### src/rtl/gpio_pkg.sv
package gpio_pkg;

  localparam int REG_AW = 3;

  typedef enum logic [REG_AW-1:0] {
    RA_DATA = 3'd0,
    RA_PIN  = 3'd1,
    RA_DIR  = 3'd2,
    RA_ATTR = 3'd3,
    RA_MASK = 3'd4
  } reg_addr_e;

  typedef struct packed {
    logic oe;
    logic out;
    logic pen;
    logic pup;
  } pad_ctl_t;

  // Per-pin pad control from configuration bits and peripheral inputs.
  function automatic pad_ctl_t pad_decode(input logic dir, input logic attr,
                                          input logic data, input logic mask,
                                          input logic sf_out, input logic sf_oe);
    pad_ctl_t c;
    c = '0;
    if (mask) begin
      c.oe  = sf_oe;
      c.out = sf_out;
    end else if (dir) begin
      c.oe  = 1'b1;
      c.out = attr ? data : ~data;
    end else begin
      c.pen = ~attr;
      c.pup = ~attr & data;
    end
    return c;
  endfunction

endpackage

### src/rtl/gpio_sync.sv
module gpio_sync #(
  parameter int WIDTH  = 16,
  parameter int STAGES = 2
) (
  input  logic             clk,
  input  logic             rst_n,
  input  logic [WIDTH-1:0] d_in,
  output logic [WIDTH-1:0] d_sync
);
  logic [WIDTH-1:0] stage_q [STAGES];

  for (genvar s = 0; s < STAGES; s++) begin : g_stage
    if (s == 0) begin : g_first
      always_ff @(posedge clk or negedge rst_n)
        if (!rst_n) stage_q[s] <= '0;
        else        stage_q[s] <= d_in;
    end else begin : g_next
      always_ff @(posedge clk or negedge rst_n)
        if (!rst_n) stage_q[s] <= '0;
        else        stage_q[s] <= stage_q[s-1];
    end
  end

  assign d_sync = stage_q[STAGES-1];
endmodule

### src/rtl/gpio_regfile.sv
module gpio_regfile
  import gpio_pkg::*;
#(
  parameter int WIDTH = 16
) (
  input  logic              clk,
  input  logic              rst_n,
  input  logic              wr,
  input  logic [REG_AW-1:0] addr,
  input  logic [WIDTH-1:0]  wdata,
  input  logic [WIDTH-1:0]  pin_level,
  output logic [WIDTH-1:0]  rdata,
  output logic [WIDTH-1:0]  dir_q,
  output logic [WIDTH-1:0]  attr_q,
  output logic [WIDTH-1:0]  data_q,
  output logic [WIDTH-1:0]  mask_q
);
  logic wr_data, wr_dir, wr_attr, wr_mask;

  assign wr_data = wr && (addr == RA_DATA);
  assign wr_dir  = wr && (addr == RA_DIR);
  assign wr_attr = wr && (addr == RA_ATTR);
  assign wr_mask = wr && (addr == RA_MASK);

  always_ff @(posedge clk or negedge rst_n) begin
    if (!rst_n) begin
      dir_q  <= '0;
      attr_q <= '0;
      data_q <= '0;
      mask_q <= '0;
    end else begin
      if (wr_data) data_q <= wdata;
      if (wr_dir)  dir_q  <= wdata;
      if (wr_attr) attr_q <= wdata;
      if (wr_mask) mask_q <= wdata;
    end
  end

  always_comb begin
    unique case (addr)
      RA_DATA: rdata = data_q;
      RA_PIN:  rdata = pin_level;
      RA_DIR:  rdata = dir_q;
      RA_ATTR: rdata = attr_q;
      RA_MASK: rdata = mask_q;
      default: rdata = '0;
    endcase
  end
endmodule

### src/rtl/gpio_pad_mux.sv
module gpio_pad_mux
  import gpio_pkg::*;
#(
  parameter int WIDTH = 16
) (
  input  logic [WIDTH-1:0] dir_q,
  input  logic [WIDTH-1:0] attr_q,
  input  logic [WIDTH-1:0] data_q,
  input  logic [WIDTH-1:0] mask_q,
  input  logic [WIDTH-1:0] sf_out,
  input  logic [WIDTH-1:0] sf_oe,
  output logic [WIDTH-1:0] pad_oe,
  output logic [WIDTH-1:0] pad_out,
  output logic [WIDTH-1:0] pad_pen,
  output logic [WIDTH-1:0] pad_pup
);
  for (genvar i = 0; i < WIDTH; i++) begin : g_pin
    pad_ctl_t ctl;
    assign ctl = pad_decode(dir_q[i], attr_q[i], data_q[i], mask_q[i],
                            sf_out[i], sf_oe[i]);
    assign pad_oe[i]  = ctl.oe;
    assign pad_out[i] = ctl.out;
    assign pad_pen[i] = ctl.pen;
    assign pad_pup[i] = ctl.pup;
  end
endmodule

### src/rtl/gpio_wake_det.sv
module gpio_wake_det #(
  parameter int WIDTH = 16
) (
  input  logic             clk,
  input  logic             rst_n,
  input  logic [WIDTH-1:0] level,
  input  logic             enable,
  output logic [WIDTH-1:0] change,
  output logic             req
);
  logic [WIDTH-1:0] prev_q;

  always_ff @(posedge clk or negedge rst_n)
    if (!rst_n) prev_q <= '0;
    else        prev_q <= level;

  assign change = level ^ prev_q;
  assign req    = enable && (|change);
endmodule

### src/rtl/gpio_port_ctl.sv
module gpio_port_ctl
  import gpio_pkg::*;
#(
  parameter int WIDTH       = 16,
  parameter int SYNC_STAGES = 2
) (
  input  logic              clk,
  input  logic              rst_n,
  input  logic              reg_wr,
  input  logic [REG_AW-1:0] reg_addr,
  input  logic [WIDTH-1:0]  reg_wdata,
  output logic [WIDTH-1:0]  reg_rdata,
  input  logic [WIDTH-1:0]  pin_in,
  output logic [WIDTH-1:0]  pin_oe,
  output logic [WIDTH-1:0]  pin_out,
  output logic [WIDTH-1:0]  pull_en,
  output logic [WIDTH-1:0]  pull_up,
  input  logic [WIDTH-1:0]  alt_out,
  input  logic [WIDTH-1:0]  alt_oe,
  output logic [WIDTH-1:0]  alt_in,
  input  logic              wake_en,
  output logic              wake_req
);
  logic [WIDTH-1:0] dir_q, attr_q, data_q, mask_q;
  logic [WIDTH-1:0] pin_sync;
  logic [WIDTH-1:0] pin_change;

  gpio_sync #(.WIDTH(WIDTH), .STAGES(SYNC_STAGES)) u_sync (
    .clk(clk), .rst_n(rst_n), .d_in(pin_in), .d_sync(pin_sync)
  );

  gpio_regfile #(.WIDTH(WIDTH)) u_regs (
    .clk(clk), .rst_n(rst_n), .wr(reg_wr), .addr(reg_addr),
    .wdata(reg_wdata), .pin_level(pin_sync), .rdata(reg_rdata),
    .dir_q(dir_q), .attr_q(attr_q), .data_q(data_q), .mask_q(mask_q)
  );

  gpio_pad_mux #(.WIDTH(WIDTH)) u_pads (
    .dir_q(dir_q), .attr_q(attr_q), .data_q(data_q), .mask_q(mask_q),
    .sf_out(alt_out), .sf_oe(alt_oe),
    .pad_oe(pin_oe), .pad_out(pin_out), .pad_pen(pull_en), .pad_pup(pull_up)
  );

  gpio_wake_det #(.WIDTH(WIDTH)) u_wake (
    .clk(clk), .rst_n(rst_n), .level(pin_sync), .enable(wake_en),
    .change(pin_change), .req(wake_req)
  );

  assign alt_in = pin_sync;
endmodule

### config.mk
export PLATFORM = sky130hd
export DESIGN_NAME = gpio_port_ctl
export DESIGN_NICKNAME = d
export VERILOG_FILES = /design/src/rtl/gpio_pkg.sv /design/src/rtl/gpio_sync.sv /design/src/rtl/gpio_regfile.sv /design/src/rtl/gpio_pad_mux.sv /design/src/rtl/gpio_wake_det.sv /design/src/rtl/gpio_port_ctl.sv
export SDC_FILE = /design/constraint.sdc
export NUM_CORES = 1
export LEC_CHECK = 0
export BUFFER_PORTS_ARGS = -buffer_cell sky130_fd_sc_hd__buf_2
export CORE_MARGIN = 8
export CORE_UTILIZATION = 50
export CTS_CLUSTER_DIAMETER = 60
export DETAILED_ROUTE_END_ITERATION = 6
export HOLD_SLACK_MARGIN = 0.02
export PLACE_DENSITY_LB_ADDON = 0.25
export SLEW_MARGIN = 40
export SYNTH_ARGS = -nofsm -noshare
export SYNTH_HDL_FRONTEND = slang
export SYNTH_SLANG_ARGS = --single-unit
### constraint.sdc
create_clock -name clk -period 3.7 [get_ports clk]
set_input_delay 0.37 -clock clk [delete_from_list [all_inputs] [get_ports clk]]
set_output_delay 0.37 -clock clk [all_outputs]
set_load 0.05 [all_outputs]
==> results.py <==
metrics = {
    "die": {
        "fp.dieH_um": 119,
        "dieArea_um2": 14200,
        "coreArea_um2": 10300,
        "die_x_um": 119,
        "rows": 37,
        "io_pins": 168,
        "initial_utilization_pct": 51.4,
    },
    "drt": {
        "first_pass_iters": 4,
        "drc": 0,
        "wirelength_mm": 13.5,
        "ant_nets": 0,
        "vias_per_cell": 5.38,
        "vias": 3835,
        "drt-initial-drc-count": 193,
        "wire_per_inst_um": 18.9,
    },
    "sta": {
        "period_share_pct": 60.5,
        "rsz0062_at_grt": "no",
        "setup_tns_ns": 0,
        "min_period_ns": 2.24,
        "tightest_slew_ns": 0.827,
        "hold_viol_final": 0,
        "clock_skew_ns": 0.00813,
        "slew_headroom_pct": 44.9,
        "max_freq_ghz": 0.447,
        "finalSetupViolations": 0,
        "final_max_slew_viol_count": 0,
        "fin_hold_ws_ns": 0.0900,
    },
    "synthesis": {
        "syn_area_um2": 5310,
        "synth.yosys.warnings": 0,
        "synth_area_per_cell_um2": 12.8,
        "seq_area_frac_synth_pct": 52.8,
        "synth.distinct_cells": 29,
        "ys_ff_latch": 112,
        "synth_cells": 416,
        "synth_nets": 503,
    },
    "pwr": {
        "finalPower_mw": 3.88,
        "p_per_area_nw_per_um2": 606,
        "vdd_drop_max_mv": 0.289,
        "leakage_nw": 3.09,
    },
    "placement": {
        "place_inst": 696,
        "dp_hpwl_mm": 10.2,
        "io_buffers": 167,
        "gp_congestion": 0.813,
    },
    "worst_setup_path": {
        "reg2reg_slack_ns": 2.80,
        "r2r_start": "u_regs.mask_q[14]$_DFFE_PN0P_",
        "startpoint_type": "register",
        "endpoint_kind": "primary output",
        "arrival_ns": 1.87,
        "r2r_end": "u_regs.mask_q[14]$_DFFE_PN0P_",
        "critPathRequiredTime_ns": 3.33,
        "crit_fanout": 4,
        "crit_type": "reg -> out",
        "ff2ff_path_depth": 1,
    },
    "layout": {
        "finalCoreUtilization_pct": 62.1,
        "final_cell_mix": "166 x buf_2, 112 x dfrtp_1, 71 x mux2_2, 33 x nand2_1",
        "layout_commonest_cell": "buf_2",
        "area_growth_pct": 20.6,
        "finalNetCount": 659,
        "drive_gt1_share_pct": 46.1,
        "diodes": 0,
        "fin_cells": 713,
    },
    "clocking": {
        "cts_buffers": 9,
        "cts-root-buf": "clkbuf_8",
        "max-clock-path-buffers": 2,
        "htree_levels": 3,
        "clock_sinks": 112,
        "path_clk_slew_ns": 0.11,
        "cts_tree": "built",
        "clk_latency_ns": 0.38,
    },
    "min_path": {
        "holdPathEnd": "u_sync.stage_q[23]$_DFF_PN0_",
        "hold_depth": 1,
        "worstHoldStart": "pin_in[7]",
        "hp-class": "in -> reg",
    },
    "global_route": {
        "gr-usage-all-layers_pct": 19.1,
        "overflow": 0,
        "grt_pass1_wl_mm": 21.9,
        "grt_max_degree": 66,
        "antenna_found_initial": 0,
        "grt_pass1_vias": 4160,
    },
    "status": {
        "status": "finished, final reports clean",
    },
    "run": {
        "maxCapViolCount": 0,
    },
}
==> logic make-up (layout without fill, tap and decap cells) <==
| group | Yosys count | after routing | share of synthesized area [%] |
|---|---|---|---|
| simple gates | 79 | 79 | 8.32 |
| xor+xnor | 16 | 16 | 2.64 |
| buf+inv | 47 | 208 | 5.07 |
| compound gates | 50 | 50 | 7.42 |
| flops | 112 | 112 | 52.8 |
| fa+ha+maj | 16 | 16 | 3.77 |
| mux | 96 | 96 | 20.0 |
==> layer usage <==
layer | track usage (%) | share of wire [%] | vias up
li1 | - | - | 1792
met1 | 23.7 | 43 | 1912
met2 | 32.1 | 50 | 118
met3 | 4.72 | 6.1 | 13
met4 | 5.61 | 1.3 | 0
met5 | 0 | 0 | -
==> flip-flops by register name, summed over array words and instances (netlist names) <==
signal	count
u_sync.stage_q	16
u_regs.data_q	16
u_regs.attr_q	16
u_regs.mask_q	16
u_regs.dir_q	16
u_sync.d_sync	16
u_wake.prev_q	16
==> power by group <==
group          switching, mW  internal (mW)  leakage (nW)  total, mW
clock network          0.434          0.348         0.112      0.782
logic                  0.998          0.458          1.65       1.46
registers              0.239           1.40          1.33       1.64
total                   1.67           2.21          3.09       3.88
==> worst max-delay path, cell delays in order (launching register included) <==
cell	delay [ns]
dfrtp_1	0.49
xnor2_1	0.22
nand4_1	0.12
o41a_1	0.44
buf_2	0.22
==> worst max-delay path by stage <==
stage | from | end | slack [ns] | cells after the start
detailed placement | reg_addr[1] | u_regs.mask_q[15]$_DFFE_PN0P_ | 1.40 | 5
floorplan | reg_addr[1] | reg_rdata[14] | 1.31 | 6
CTS | u_sync.d_sync[5]$_DFF_PN0_ | wake_req | 1.43 | 4
finish | u_sync.d_sync[5]$_DFF_PN0_ | wake_req | 1.46 | 4
global placement | reg_addr[1] | u_regs.mask_q[1]$_DFFE_PN0P_ | 1.45 | 5
global route | u_sync.d_sync[5]$_DFF_PN0_ | wake_req | 1.37 | 4
==> layout make-up <==
| class | count | area, um^2 |
|---|---|---|
| Multi-Input combinational cell | 257 | 2240 |
| Clock buffer | 10 | 138 |
| Inverter | 16 | 60.1 |
| Timing Repair Buffer | 176 | 912 |
| Fill cell | 851 | 3920 |
| Tap cell | 136 | 170 |
| Sequential cell | 112 | 2800 |
| Clock inverter | 6 | 83.8 |
==> synth_stat cells <==
cell type | n | area share, %
a221o_1 | 15 | 2.8
a22oi_1 | 1 | 0.14
and2_1 | 3 | 0.35
buf_2 | 5 | 0.47
buf_4 | 21 | 3.0
buf_6 | 1 | 0.21
clkbuf_1 | 4 | 0.28
dfrtp_1 | 112 | 53
ha_1 | 16 | 3.8
inv_1 | 16 | 1.1
mux2_1 | 10 | 2.1
mux2_2 | 71 | 15
mux2i_1 | 15 | 2.8
nand2_1 | 33 | 2.3
nand2b_1 | 1 | 0.12
nand3b_1 | 1 | 0.14
nand4_1 | 4 | 0.47
nand4b_1 | 1 | 0.16
nor2_1 | 1 | 0.071
nor3_1 | 16 | 1.5
nor3_2 | 1 | 0.19
nor3b_1 | 16 | 2.3
nor3b_4 | 2 | 0.71
o21a_1 | 1 | 0.14
o21ai_0 | 16 | 1.5
o22ai_1 | 1 | 0.12
o2bb2ai_1 | 15 | 2.5
o41a_1 | 1 | 0.21
xnor2_1 | 16 | 2.6
==> through the flow <==
stage / setup slack [ns] / instance area [um^2]
2_1_floorplan: 1.31 / 5310
3_3_place_gp: 1.45 / 6170
3_5_place_dp: 1.40 / 6170
4_1_cts: 1.43 / 6390
5_1_grt: 1.37 / 6410
6_report: 1.46 / 6410
==> what timing repair did <==
action | 4_1_cts | 5_1_grt
endpoints found under the hold margin | 0 | 46
hold buffers | 0 | 1
gates resized for setup | 0 | 0
setup buffers | 0 | 0
(Power assumes the default switching activity.)
